===== config.mk =====
export PLATFORM = sky130hd
export DESIGN_NAME = sdiv_regs
export DESIGN_NICKNAME = d
export VERILOG_FILES = /design/src/rtl/sdiv_pkg.sv /design/src/rtl/sdiv_prep.sv /design/src/rtl/sdiv_core.sv /design/src/rtl/sdiv_regs.sv
export SDC_FILE = /design/constraint.sdc
export NUM_CORES = 2
export LEC_CHECK = 0
export CAP_MARGIN = 20
export CORE_UTILIZATION = 55
export DETAILED_ROUTE_END_ITERATION = 8
export HOLD_SLACK_MARGIN = 0.06
export PLACE_DENSITY = 0.7
export REMOVE_ABC_BUFFERS = 1
export SYNTH_ARGS = -nofsm -noshare
export SYNTH_HDL_FRONTEND = slang
export SYNTH_SLANG_ARGS = --single-unit
export TNS_END_PERCENT = 5

===== constraint.sdc =====
create_clock -name clk -period 5.8 [get_ports clk]
set_input_delay 1.74 -clock clk [delete_from_list [all_inputs] [get_ports clk]]
set_output_delay 1.74 -clock clk [all_outputs]
set_load 0.02 [all_outputs]

===== src/rtl/sdiv_pkg.sv =====
package sdiv_pkg;

    // Register word indices on the bus
    localparam int IDX_CTRL = 0;
    localparam int IDX_NLO  = 1;
    localparam int IDX_NHI  = 2;
    localparam int IDX_DLO  = 3;
    localparam int IDX_DHI  = 4;
    localparam int IDX_QLO  = 5;
    localparam int IDX_QHI  = 6;
    localparam int IDX_RLO  = 7;
    localparam int IDX_RHI  = 8;

    // Control word bit positions
    localparam int BUSY_BIT = 15;
    localparam int ERR_BIT  = 14;
    localparam int MODE_W   = 2;

    // Operand-width modes
    localparam logic [MODE_W-1:0] MODE_32_32 = 2'd0;
    localparam logic [MODE_W-1:0] MODE_64_64 = 2'd2;

    typedef enum logic [1:0] {
        KIND_NORMAL = 2'd0,
        KIND_ZERO   = 2'd1,
        KIND_OVF    = 2'd2
    } div_kind_e;

    typedef enum logic [1:0] {
        ENG_IDLE = 2'd0,
        ENG_RUN  = 2'd1,
        ENG_FIX  = 2'd2
    } eng_state_e;

endpackage


===== src/rtl/sdiv_prep.sv =====
module sdiv_prep
    import sdiv_pkg::*;
#(
    parameter int W = 64
) (
    input  logic [MODE_W-1:0] mode,
    input  logic [W-1:0]      num_raw,
    input  logic [W-1:0]      den_raw,
    output logic [W-1:0]      eff_num,
    output logic [W-1:0]      eff_den,
    output div_kind_e         kind
);

    localparam int H = W / 2;
    localparam logic [W-1:0] MOST_NEG = {1'b1, {(W-1){1'b0}}};
    localparam logic [W-1:0] MINUS_ONE = {W{1'b1}};

    always_comb begin
        if (mode == MODE_32_32) begin
            eff_num = {{H{num_raw[H-1]}}, num_raw[H-1:0]};
        end else begin
            eff_num = num_raw;
        end

        if (mode == MODE_64_64) begin
            eff_den = den_raw;
        end else begin
            eff_den = {{H{den_raw[H-1]}}, den_raw[H-1:0]};
        end

        if (eff_den == '0) begin
            kind = KIND_ZERO;
        end else if (eff_num == MOST_NEG && eff_den == MINUS_ONE) begin
            kind = KIND_OVF;
        end else begin
            kind = KIND_NORMAL;
        end
    end

endmodule


===== src/rtl/sdiv_core.sv =====
module sdiv_core
    import sdiv_pkg::*;
#(
    parameter int W = 64
) (
    input  logic         clk,
    input  logic         rst_n,
    input  logic         start_i,
    input  logic [W-1:0] num_i,
    input  logic [W-1:0] den_i,
    input  div_kind_e    kind_i,
    output logic         done_o,
    output logic [W-1:0] quot_o,
    output logic [W-1:0] rem_o,
    output logic         rem_wr_o,
    output logic         err_o
);

    localparam int ITERS = W;
    localparam int CW    = $clog2(ITERS);
    localparam logic [CW-1:0] LAST = CW'(ITERS - 1);
    localparam logic [W-1:0]  ONE  = {{(W-1){1'b0}}, 1'b1};

    typedef struct packed {
        eng_state_e  st;
        logic [CW-1:0] cnt;
        logic [W-1:0]  r;
        logic [W-1:0]  q;
        logic [W-1:0]  d;
        logic [W-1:0]  num;
        logic          neg_n;
        logic          neg_d;
        div_kind_e     kind;
    } eng_t;

    eng_t eng_d, eng_q;
    logic [W:0] r_sh;

    always_comb begin
        eng_d = eng_q;
        r_sh  = {eng_q.r, eng_q.q[W-1]};
        case (eng_q.st)
            ENG_RUN: begin
                if (r_sh >= {1'b0, eng_q.d}) begin
                    eng_d.r = r_sh[W-1:0] - eng_q.d;
                    eng_d.q = {eng_q.q[W-2:0], 1'b1};
                end else begin
                    eng_d.r = r_sh[W-1:0];
                    eng_d.q = {eng_q.q[W-2:0], 1'b0};
                end
                eng_d.cnt = eng_q.cnt + 1'b1;
                if (eng_q.cnt == LAST) begin
                    eng_d.st = ENG_FIX;
                end
            end
            ENG_FIX: begin
                eng_d.st = ENG_IDLE;
            end
            default: begin
                eng_d.st = ENG_IDLE;
            end
        endcase

        if (start_i) begin
            eng_d.st    = ENG_RUN;
            eng_d.cnt   = '0;
            eng_d.r     = '0;
            eng_d.neg_n = num_i[W-1];
            eng_d.neg_d = den_i[W-1];
            eng_d.q     = num_i[W-1] ? (~num_i + ONE) : num_i;
            eng_d.d     = den_i[W-1] ? (~den_i + ONE) : den_i;
            eng_d.num   = num_i;
            eng_d.kind  = kind_i;
        end
    end

    always_ff @(posedge clk or negedge rst_n) begin
        if (!rst_n) begin
            eng_q <= '{st: ENG_IDLE, kind: KIND_NORMAL, default: '0};
        end else begin
            eng_q <= eng_d;
        end
    end

    // Result packing and sign fix-up
    always_comb begin
        done_o = (eng_q.st == ENG_FIX) && !start_i;
        case (eng_q.kind)
            KIND_ZERO: begin
                quot_o   = eng_q.neg_n ? ONE : '0;
                rem_o    = eng_q.num;
                rem_wr_o = 1'b1;
                err_o    = 1'b1;
            end
            KIND_OVF: begin
                quot_o   = eng_q.num;
                rem_o    = '0;
                rem_wr_o = 1'b0;
                err_o    = 1'b1;
            end
            default: begin
                quot_o   = (eng_q.neg_n ^ eng_q.neg_d) ? (~eng_q.q + ONE) : eng_q.q;
                rem_o    = eng_q.neg_n ? (~eng_q.r + ONE) : eng_q.r;
                rem_wr_o = 1'b1;
                err_o    = 1'b0;
            end
        endcase
    end

    AST_FIX_AFTER_RUN: assert property (@(posedge clk) disable iff (!rst_n)
        (eng_q.st == ENG_FIX) |-> ($past(eng_q.st) == ENG_RUN));

    AST_REM_BELOW_DIVISOR: assert property (@(posedge clk) disable iff (!rst_n)
        (eng_q.st == ENG_FIX && eng_q.kind == KIND_NORMAL) |-> (eng_q.r < eng_q.d));

endmodule


===== src/rtl/sdiv_regs.sv =====
module sdiv_regs
    import sdiv_pkg::*;
#(
    parameter int BUS_W  = 32,
    parameter int ADDR_W = 4
) (
    input  logic              clk,
    input  logic              rst_n,
    input  logic              bus_wr,
    input  logic [ADDR_W-1:0] bus_addr,
    input  logic [BUS_W-1:0]  bus_wdata,
    output logic [BUS_W-1:0]  bus_rdata
);

    localparam int W = 2 * BUS_W;
    localparam int CTRL_PAD = BUS_W - BUSY_BIT - 1;
    localparam int MID_PAD  = ERR_BIT - MODE_W;

    typedef struct packed {
        logic [MODE_W-1:0] mode;
        logic [W-1:0]      num;
        logic [W-1:0]      den;
        logic [W-1:0]      quot;
        logic [W-1:0]      rem;
        logic              busy;
        logic              err;
        logic              start;
    } regs_t;

    regs_t regs_d, regs_q;

    logic          wr_kick;
    logic [W-1:0]  eff_num, eff_den;
    div_kind_e     kind;
    logic          core_done, core_rem_wr, core_err;
    logic [W-1:0]  core_quot, core_rem;

    sdiv_prep #(.W(W)) u_prep (
        .mode    (regs_q.mode),
        .num_raw (regs_q.num),
        .den_raw (regs_q.den),
        .eff_num (eff_num),
        .eff_den (eff_den),
        .kind    (kind)
    );

    sdiv_core #(.W(W)) u_core (
        .clk      (clk),
        .rst_n    (rst_n),
        .start_i  (regs_q.start),
        .num_i    (eff_num),
        .den_i    (eff_den),
        .kind_i   (kind),
        .done_o   (core_done),
        .quot_o   (core_quot),
        .rem_o    (core_rem),
        .rem_wr_o (core_rem_wr),
        .err_o    (core_err)
    );

    always_comb begin
        wr_kick = bus_wr && (bus_addr == ADDR_W'(IDX_CTRL) || bus_addr == ADDR_W'(IDX_NLO) ||
                             bus_addr == ADDR_W'(IDX_NHI)  || bus_addr == ADDR_W'(IDX_DLO) ||
                             bus_addr == ADDR_W'(IDX_DHI));
    end

    always_comb begin
        regs_d       = regs_q;
        regs_d.start = wr_kick;
        if (bus_wr) begin
            case (bus_addr)
                ADDR_W'(IDX_CTRL): regs_d.mode            = bus_wdata[MODE_W-1:0];
                ADDR_W'(IDX_NLO):  regs_d.num[BUS_W-1:0]  = bus_wdata;
                ADDR_W'(IDX_NHI):  regs_d.num[W-1:BUS_W]  = bus_wdata;
                ADDR_W'(IDX_DLO):  regs_d.den[BUS_W-1:0]  = bus_wdata;
                ADDR_W'(IDX_DHI):  regs_d.den[W-1:BUS_W]  = bus_wdata;
                default: ;
            endcase
        end
        if (wr_kick) begin
            regs_d.busy = 1'b1;
        end else if (core_done) begin
            regs_d.busy = 1'b0;
            regs_d.quot = core_quot;
            regs_d.err  = core_err;
            if (core_rem_wr) begin
                regs_d.rem = core_rem;
            end
        end
    end

    always_ff @(posedge clk or negedge rst_n) begin
        if (!rst_n) begin
            regs_q <= '0;
        end else begin
            regs_q <= regs_d;
        end
    end

    always_comb begin
        case (bus_addr)
            ADDR_W'(IDX_CTRL): bus_rdata = {{CTRL_PAD{1'b0}}, regs_q.busy, regs_q.err,
                                            {MID_PAD{1'b0}}, regs_q.mode};
            ADDR_W'(IDX_NLO):  bus_rdata = regs_q.num[BUS_W-1:0];
            ADDR_W'(IDX_NHI):  bus_rdata = regs_q.num[W-1:BUS_W];
            ADDR_W'(IDX_DLO):  bus_rdata = regs_q.den[BUS_W-1:0];
            ADDR_W'(IDX_DHI):  bus_rdata = regs_q.den[W-1:BUS_W];
            ADDR_W'(IDX_QLO):  bus_rdata = regs_q.quot[BUS_W-1:0];
            ADDR_W'(IDX_QHI):  bus_rdata = regs_q.quot[W-1:BUS_W];
            ADDR_W'(IDX_RLO):  bus_rdata = regs_q.rem[BUS_W-1:0];
            ADDR_W'(IDX_RHI):  bus_rdata = regs_q.rem[W-1:BUS_W];
            default:           bus_rdata = '0;
        endcase
    end

    AST_BUSY_ON_WRITE: assert property (@(posedge clk) disable iff (!rst_n)
        wr_kick |=> regs_q.busy);

    AST_BUSY_FALL_ON_DONE: assert property (@(posedge clk) disable iff (!rst_n)
        $fell(regs_q.busy) |-> $past(core_done));

    AST_RESULTS_HOLD_BUSY: assert property (@(posedge clk) disable iff (!rst_n)
        (regs_q.busy && $past(regs_q.busy)) |-> ($stable(regs_q.quot) && $stable(regs_q.rem)));

    AST_ERR_HOLD_BUSY: assert property (@(posedge clk) disable iff (!rst_n)
        (regs_q.busy && $past(regs_q.busy)) |-> $stable(regs_q.err));

    AST_WRITE_WINS: assert property (@(posedge clk) disable iff (!rst_n)
        (wr_kick && core_done) |=> (regs_q.busy && $stable(regs_q.quot)));

endmodule


; ---- Yosys cells after proc, flatten, opt, wreduce, memory -nomap -nowiden
; Cells that the tools add are included.
[op_classes]
add_sub_neg = 6
n_lt_le_gt_ge = 1
eq_ne = 17
n_mux = 20
bitwise = 7
n_reduce_logical = 21
[op_table]
columns = operator, count
row1 = $mux W64, 7
row2 = $pmux W32 S9, 1
row3 = $mux W268, 1
row4 = $add A64 B1 Y64 const B, 4
row5 = $not A64 Y64, 4
row6 = $mux W134, 1
row7 = $eq A64 B64 Y1 const B, 2
row8 = $mux W128, 1
row9 = $pmux W64 S2, 1
row10 = $ge A65 B64 Y1, 1
row11 = $logic_not A64 Y1, 1
row12 = $sub A64 B64 Y64, 1
row13 = $eq A4 B3 Y1 const B, 4
row14 = $reduce_and A2 Y1, 6
row15 = $mux W2, 5
row16 = $eq A4 B2 Y1 const B, 2
row17 = $add A6 B1 Y6 const B, 1
row18 = $eq A2 B2 Y1 const B, 3
row19 = $eq A6 B6 Y1 const B, 1
row20 = $eq A2 B1 Y1 const B, 2
row21 = $eq A4 B1 Y1 const B, 1
row22 = $eq A4 B4 Y1 const B, 1
row23 = $logic_not A4 Y1, 1
row24 = $logic_or A1 B1 Y1, 4
row25 = other kinds (10), 16
[word_totals]
register_bits = 529
input_bits = 39
output_inout_bits = 32

; ---- Longest topological paths before layout
[depth]
depth_word = 8
mapped_depth = 14

; ---- Modules after synthesis
; From an unflattened synthesis, not the netlist that was laid out.
[unflattened]
cells_unflattened = 3901
hier_area_um2 = 35566.6
[by_module_without_submodules]
columns = module, n_inst, cells_each, area_each_um2, seq_area_each_um2
row1 = sdiv_core, 1, 2780, 22004.9, 6681.4
row2 = sdiv_regs, 1, 860, 11984.0, 6531.3
row3 = sdiv_prep, 1, 261, 1577.8, 0.0

; ---- Least setup slack after synthesis
; Ideal clock, no wire load.
[synth_timing]
path_type = input port to output port
startpoint = input port bus_addr[1]
endpoint = output port bus_rdata[21]
t_arrival_ns = 3.493
required_time_ns = 4.060
slack_ns = 0.567
path_stages = 7
path_buffers = 3
cell_sequence = clkbuf_1 nand2b_1 nor3_1 clkbuf_1 buf_1 a22oi_1 a31oi_1
[synth_via]
elab_chain_len = 2
word_cells_on_any_way = 10
cone_classes = eq/ne (8) / mux (1) / reduce/logical (1)
[synth_rtl]
columns = element, line
row1 = start: declaration, sdiv_regs.sv:10  ; input logic [ADDR_W-1:0] bus_addr,
row2 = $eq A4 B4 Y1 (tied with other cells), sdiv_regs.sv:101  ; case (bus_addr)
row3 = $pmux W32 S9 (*), sdiv_regs.sv:101
row4 = end: declaration, sdiv_regs.sv:12  ; output logic [BUS_W-1:0] bus_rdata
; Every way passes the cells marked *; elsewhere a longest branch is shown, timed or not.

; ---- Worst setup path after layout
[layout_timing]
startpoint = input port bus_addr[3]
endpoint = output port bus_rdata[27]
; Same word-level chain as after synthesis.

==> summary.txt <==
Outcome
  • Outcome: finished with violations
  • Failing checks: setup timing

Power
  • PD cells: 550 mW/mm²
  • Worst vdd ir: 0.000297 V
  • Leakage Power: 0.0160 µW
  • Total power: 20500 µW

Floorplanning
  • FP Rows: 89
  • Starting Density: 0.561
  • Die Width: 248 µm
  • Core Footprint: 0.0596 mm²
  • Die Ht: 248 µm
  • I/O pin count: 71
  • Die Area: 0.0617 mm²

Logic synthesis
  • Mapped Area: 0.0334 mm²
  • Yosys reg bits: 528
  • Library cells used by synthesis: 86
  • Gate Count Post-Synth: 3836
  • EDFF count, synth: 0
  • Main synth FF type: dfrtp_1
  • Synth Area per Inst: 8.71 µm²
  • Post-synthesis sequential area ratio: 0.395
  • Post-synthesis async set-or-reset flop share: 1.00
  • Syn. warnings: 0

Critical path
  • Startpoint Class: input port
  • Reg2reg start: u_core.eng_q[195]$_DFFE_PN0P_
  • CP required: 4.06 ns
  • Worst setup startpoint: bus_addr[3]
  • R2R Setup Slk: 1.30 ns
  • R2R cell count: 16
  • WS Path Type: input port to primary output
  • Critical Path AT: 4.25 ns
  • Worst setup EP type: primary output
  • Crit path max fanout: 6
  • R2R Path End: u_core.eng_q[256]$_DFFE_PN0P_

Timing
  • Final WS setup: -0.190 ns
  • Final hold viol count: 0
  • Setup_tns: -1.90 ns
  • Slew HR: 0.279
  • Slew Viols, Final: 0
  • Minimum clock period: 5.99 ns
  • Worst slew pin tran: 1.07 ns
  • Final setup skew: 0.0284 ns
  • Crit share post-route: 1.03
  • Setup violators final: 18
  • Fmax: 0.167 GHz
  • RSZ-0062 raised after global routing: yes

Placement
  • Cells after DPL: 4494
  • Post-DP HPWL: 91600 µm
  • I/O Buffers: 70
  • Placed cell area: 0.0351 mm²
  • Routability congestion estimate from global placement: 1.03

Drt
  • Routed vias: 31600
  • Via density: 6.87
  • Drt first pass iters: 8
  • Total wire length: 127000 µm
  • Wire length per cell: 27.6 µm
  • Residual DRC: 0
  • Drt first-iter violations: 4414
  • Post-route ant nets: 0

Clock tree
  • Clock Sinks: 528
  • Max H-tree Level: 2
  • Clock Path Buffers: 3
  • Clock transition at path regs: 0.06 ns
  • CTS tree: built
  • TritonCTS buffer count: 58
  • CTS Root Cell: clkbuf_16
  • Worst skew pair latency: 0.66 ns

Final layout
  • Post-route cell area: 0.0372 mm²
  • Post-Layout Cell Count: 4606
  • Share of cells above drive strength 1: 0.117
  • Final nets: 3896
  • Area growth syn-to-layout: 11.3%

Min path
  • Worst hold stages: 2
  • Worst Hold Endpoint: regs_q[54]$_DFFE_PN0P_
  • Worst hold path startpoint: regs_q[54]$_DFFE_PN0P_
  • Worst hold-check path type: flop to flop

Global route
  • Global-route usage over all layers: 0.404
  • Largest net degree at the start of global routing: 133
  • Vias in the first global route: 29100
  • Gr ovfl total: 0
  • First-pass GRT wire length: 190000 µm
  • Initial antenna violation count: 3

Run
  • Number of max-cap violations: 0
==> layer usage <==
metal,share of wire,global-route usage,up-vias
li1,-,-,13800
met1,0.40,0.561,15300
met2,0.42,0.583,2106
met3,0.12,0.105,396
met4,0.061,0.206,2
met5,0.00018,0,-
==> through the flow <==
stage,utilization,hold slack [ns],worst slack [ns]
2_1_floorplan,-,0.449,-3.69
3_3_place_gp,0.589,0.462,-0.605
3_5_place_dp,0.589,0.470,-0.501
4_1_cts,0.623,0.483,-0.195
5_1_grt,0.624,0.521,-0.231
6_report,0.624,0.480,-0.190
==> flip-flops by register name, summed over array words and instances, names as in the netlist <==
register	cells
regs_q	261
u_core.eng_q	267
==> timing repair <==
item	4_1_cts	5_1_grt
cloned	0	1
pin swaps	2	2
hold buffers	0	0
resized for setup	15	11
endpoints found under the setup margin	28	22
buffers inserted	0	1
==> where the power goes <==
group	internal [µW]	switching, µW
clock	2310	1670
sequential	4640	1780
combinational	3870	6200
total	10800	9650
==> cells by family after synthesis <==
logic type | Yosys count | share of synthesized area
adders and majority gates | 73 | 0.0276
and+or+nand+nor | 1131 | 0.159
buffers and inverters | 410 | 0.0470
DFF | 528 | 0.395
muxes | 231 | 0.0754
AOI/OAI and AO/OA | 1156 | 0.216
xor gates and xnor gates | 307 | 0.0805
==> worst max-delay path, stage by stage <==
cell and delay [ns]:
clkdlybuf4s50_1 0.46, nand2b_2 0.33, nor2_2 0.45, buf_4 0.20, buf_4 0.14, a22oi_1 0.10
a31oi_1 0.18, clkdlybuf4s50_1 0.64
==> area by class of cell <==
cell class              instances  area (µm²)
clock buffers                  80        1650
flip-flops and latches        528       13200
well taps                     773         967
fillers                      5131       22400
inverters                     120         450
clock inverters                26         360
repair buffers                177        1730
multi-input cells            2899       18800
diodes                          3        7.51
==> how the worst max path moves through the flow <==
| stage | to | slack, ns | cells past startpoint |
|---|---|---|---|
| 3_5_place_dp | bus_rdata[1] | -0.50 | 9 |
| 6_report | bus_rdata[27] | -0.19 | 8 |
| 4_1_cts | bus_rdata[19] | -0.20 | 8 |
| 5_1_grt | bus_rdata[12] | -0.23 | 10 |
| 2_1_floorplan | regs_q[61]$_DFFE_PN0P_ | -3.69 | 4 |
| 3_3_place_gp | bus_rdata[1] | -0.60 | 9 |
==> layout by cell type, fill, tap and decap left out, types with 17 or more instances in the layout <==
| cell type | count |
|---|---|
| buf_4 | 91 |
| or2_2 | 17 |
| or4_1 | 33 |
| or3_1 | 35 |
| nor4_1 | 42 |
| o41ai_1 | 23 |
| inv_1 | 119 |
| nor2_1 | 295 |
| o21bai_1 | 24 |
| clkbuf_16 | 58 |
| nand2_1 | 422 |
| mux2i_1 | 66 |
| nand4_1 | 67 |
| ha_1 | 70 |
| mux2_2 | 165 |
| a22oi_1 | 110 |
| a221oi_1 | 29 |
| a21oi_1 | 327 |
| a31oi_1 | 40 |
| a22o_1 | 31 |
| clkdlybuf4s50_1 | 54 |
| xor2_1 | 177 |
| o22ai_1 | 49 |
| dfrtp_1 | 526 |
| nor3_1 | 63 |
| nand2b_1 | 17 |
| a21o_1 | 20 |
| a311oi_1 | 25 |
| nand3_1 | 51 |
| buf_12 | 18 |
| xnor2_1 | 128 |
| o21ai_0 | 323 |
| o31ai_1 | 44 |
==> cells in the mapped netlist (35+ instances only) <==
cell / n / area (µm²)
ha_1: 72 / 901
nor3_1: 68 / 340
mux2_2: 165 / 1860
a22oi_1: 110 / 826
nand3_1: 52 / 260
buf_1: 38 / 143
or3_1: 35 / 219
xor2_1: 178 / 1560
o22ai_1: 49 / 307
xnor2_1: 129 / 1130
dfrtp_1: 528 / 13200
nand2_1: 424 / 1590
nand4_1: 67 / 419
mux2i_1: 66 / 661
a21oi_1: 329 / 1650
inv_1: 120 / 450
o31ai_1: 44 / 330
a31oi_1: 41 / 257
nor4_1: 43 / 269
clkbuf_1: 243 / 912
o21ai_0: 323 / 1620
nor2_1: 298 / 1120
Note: power is estimated with default switching activity, not from simulation.
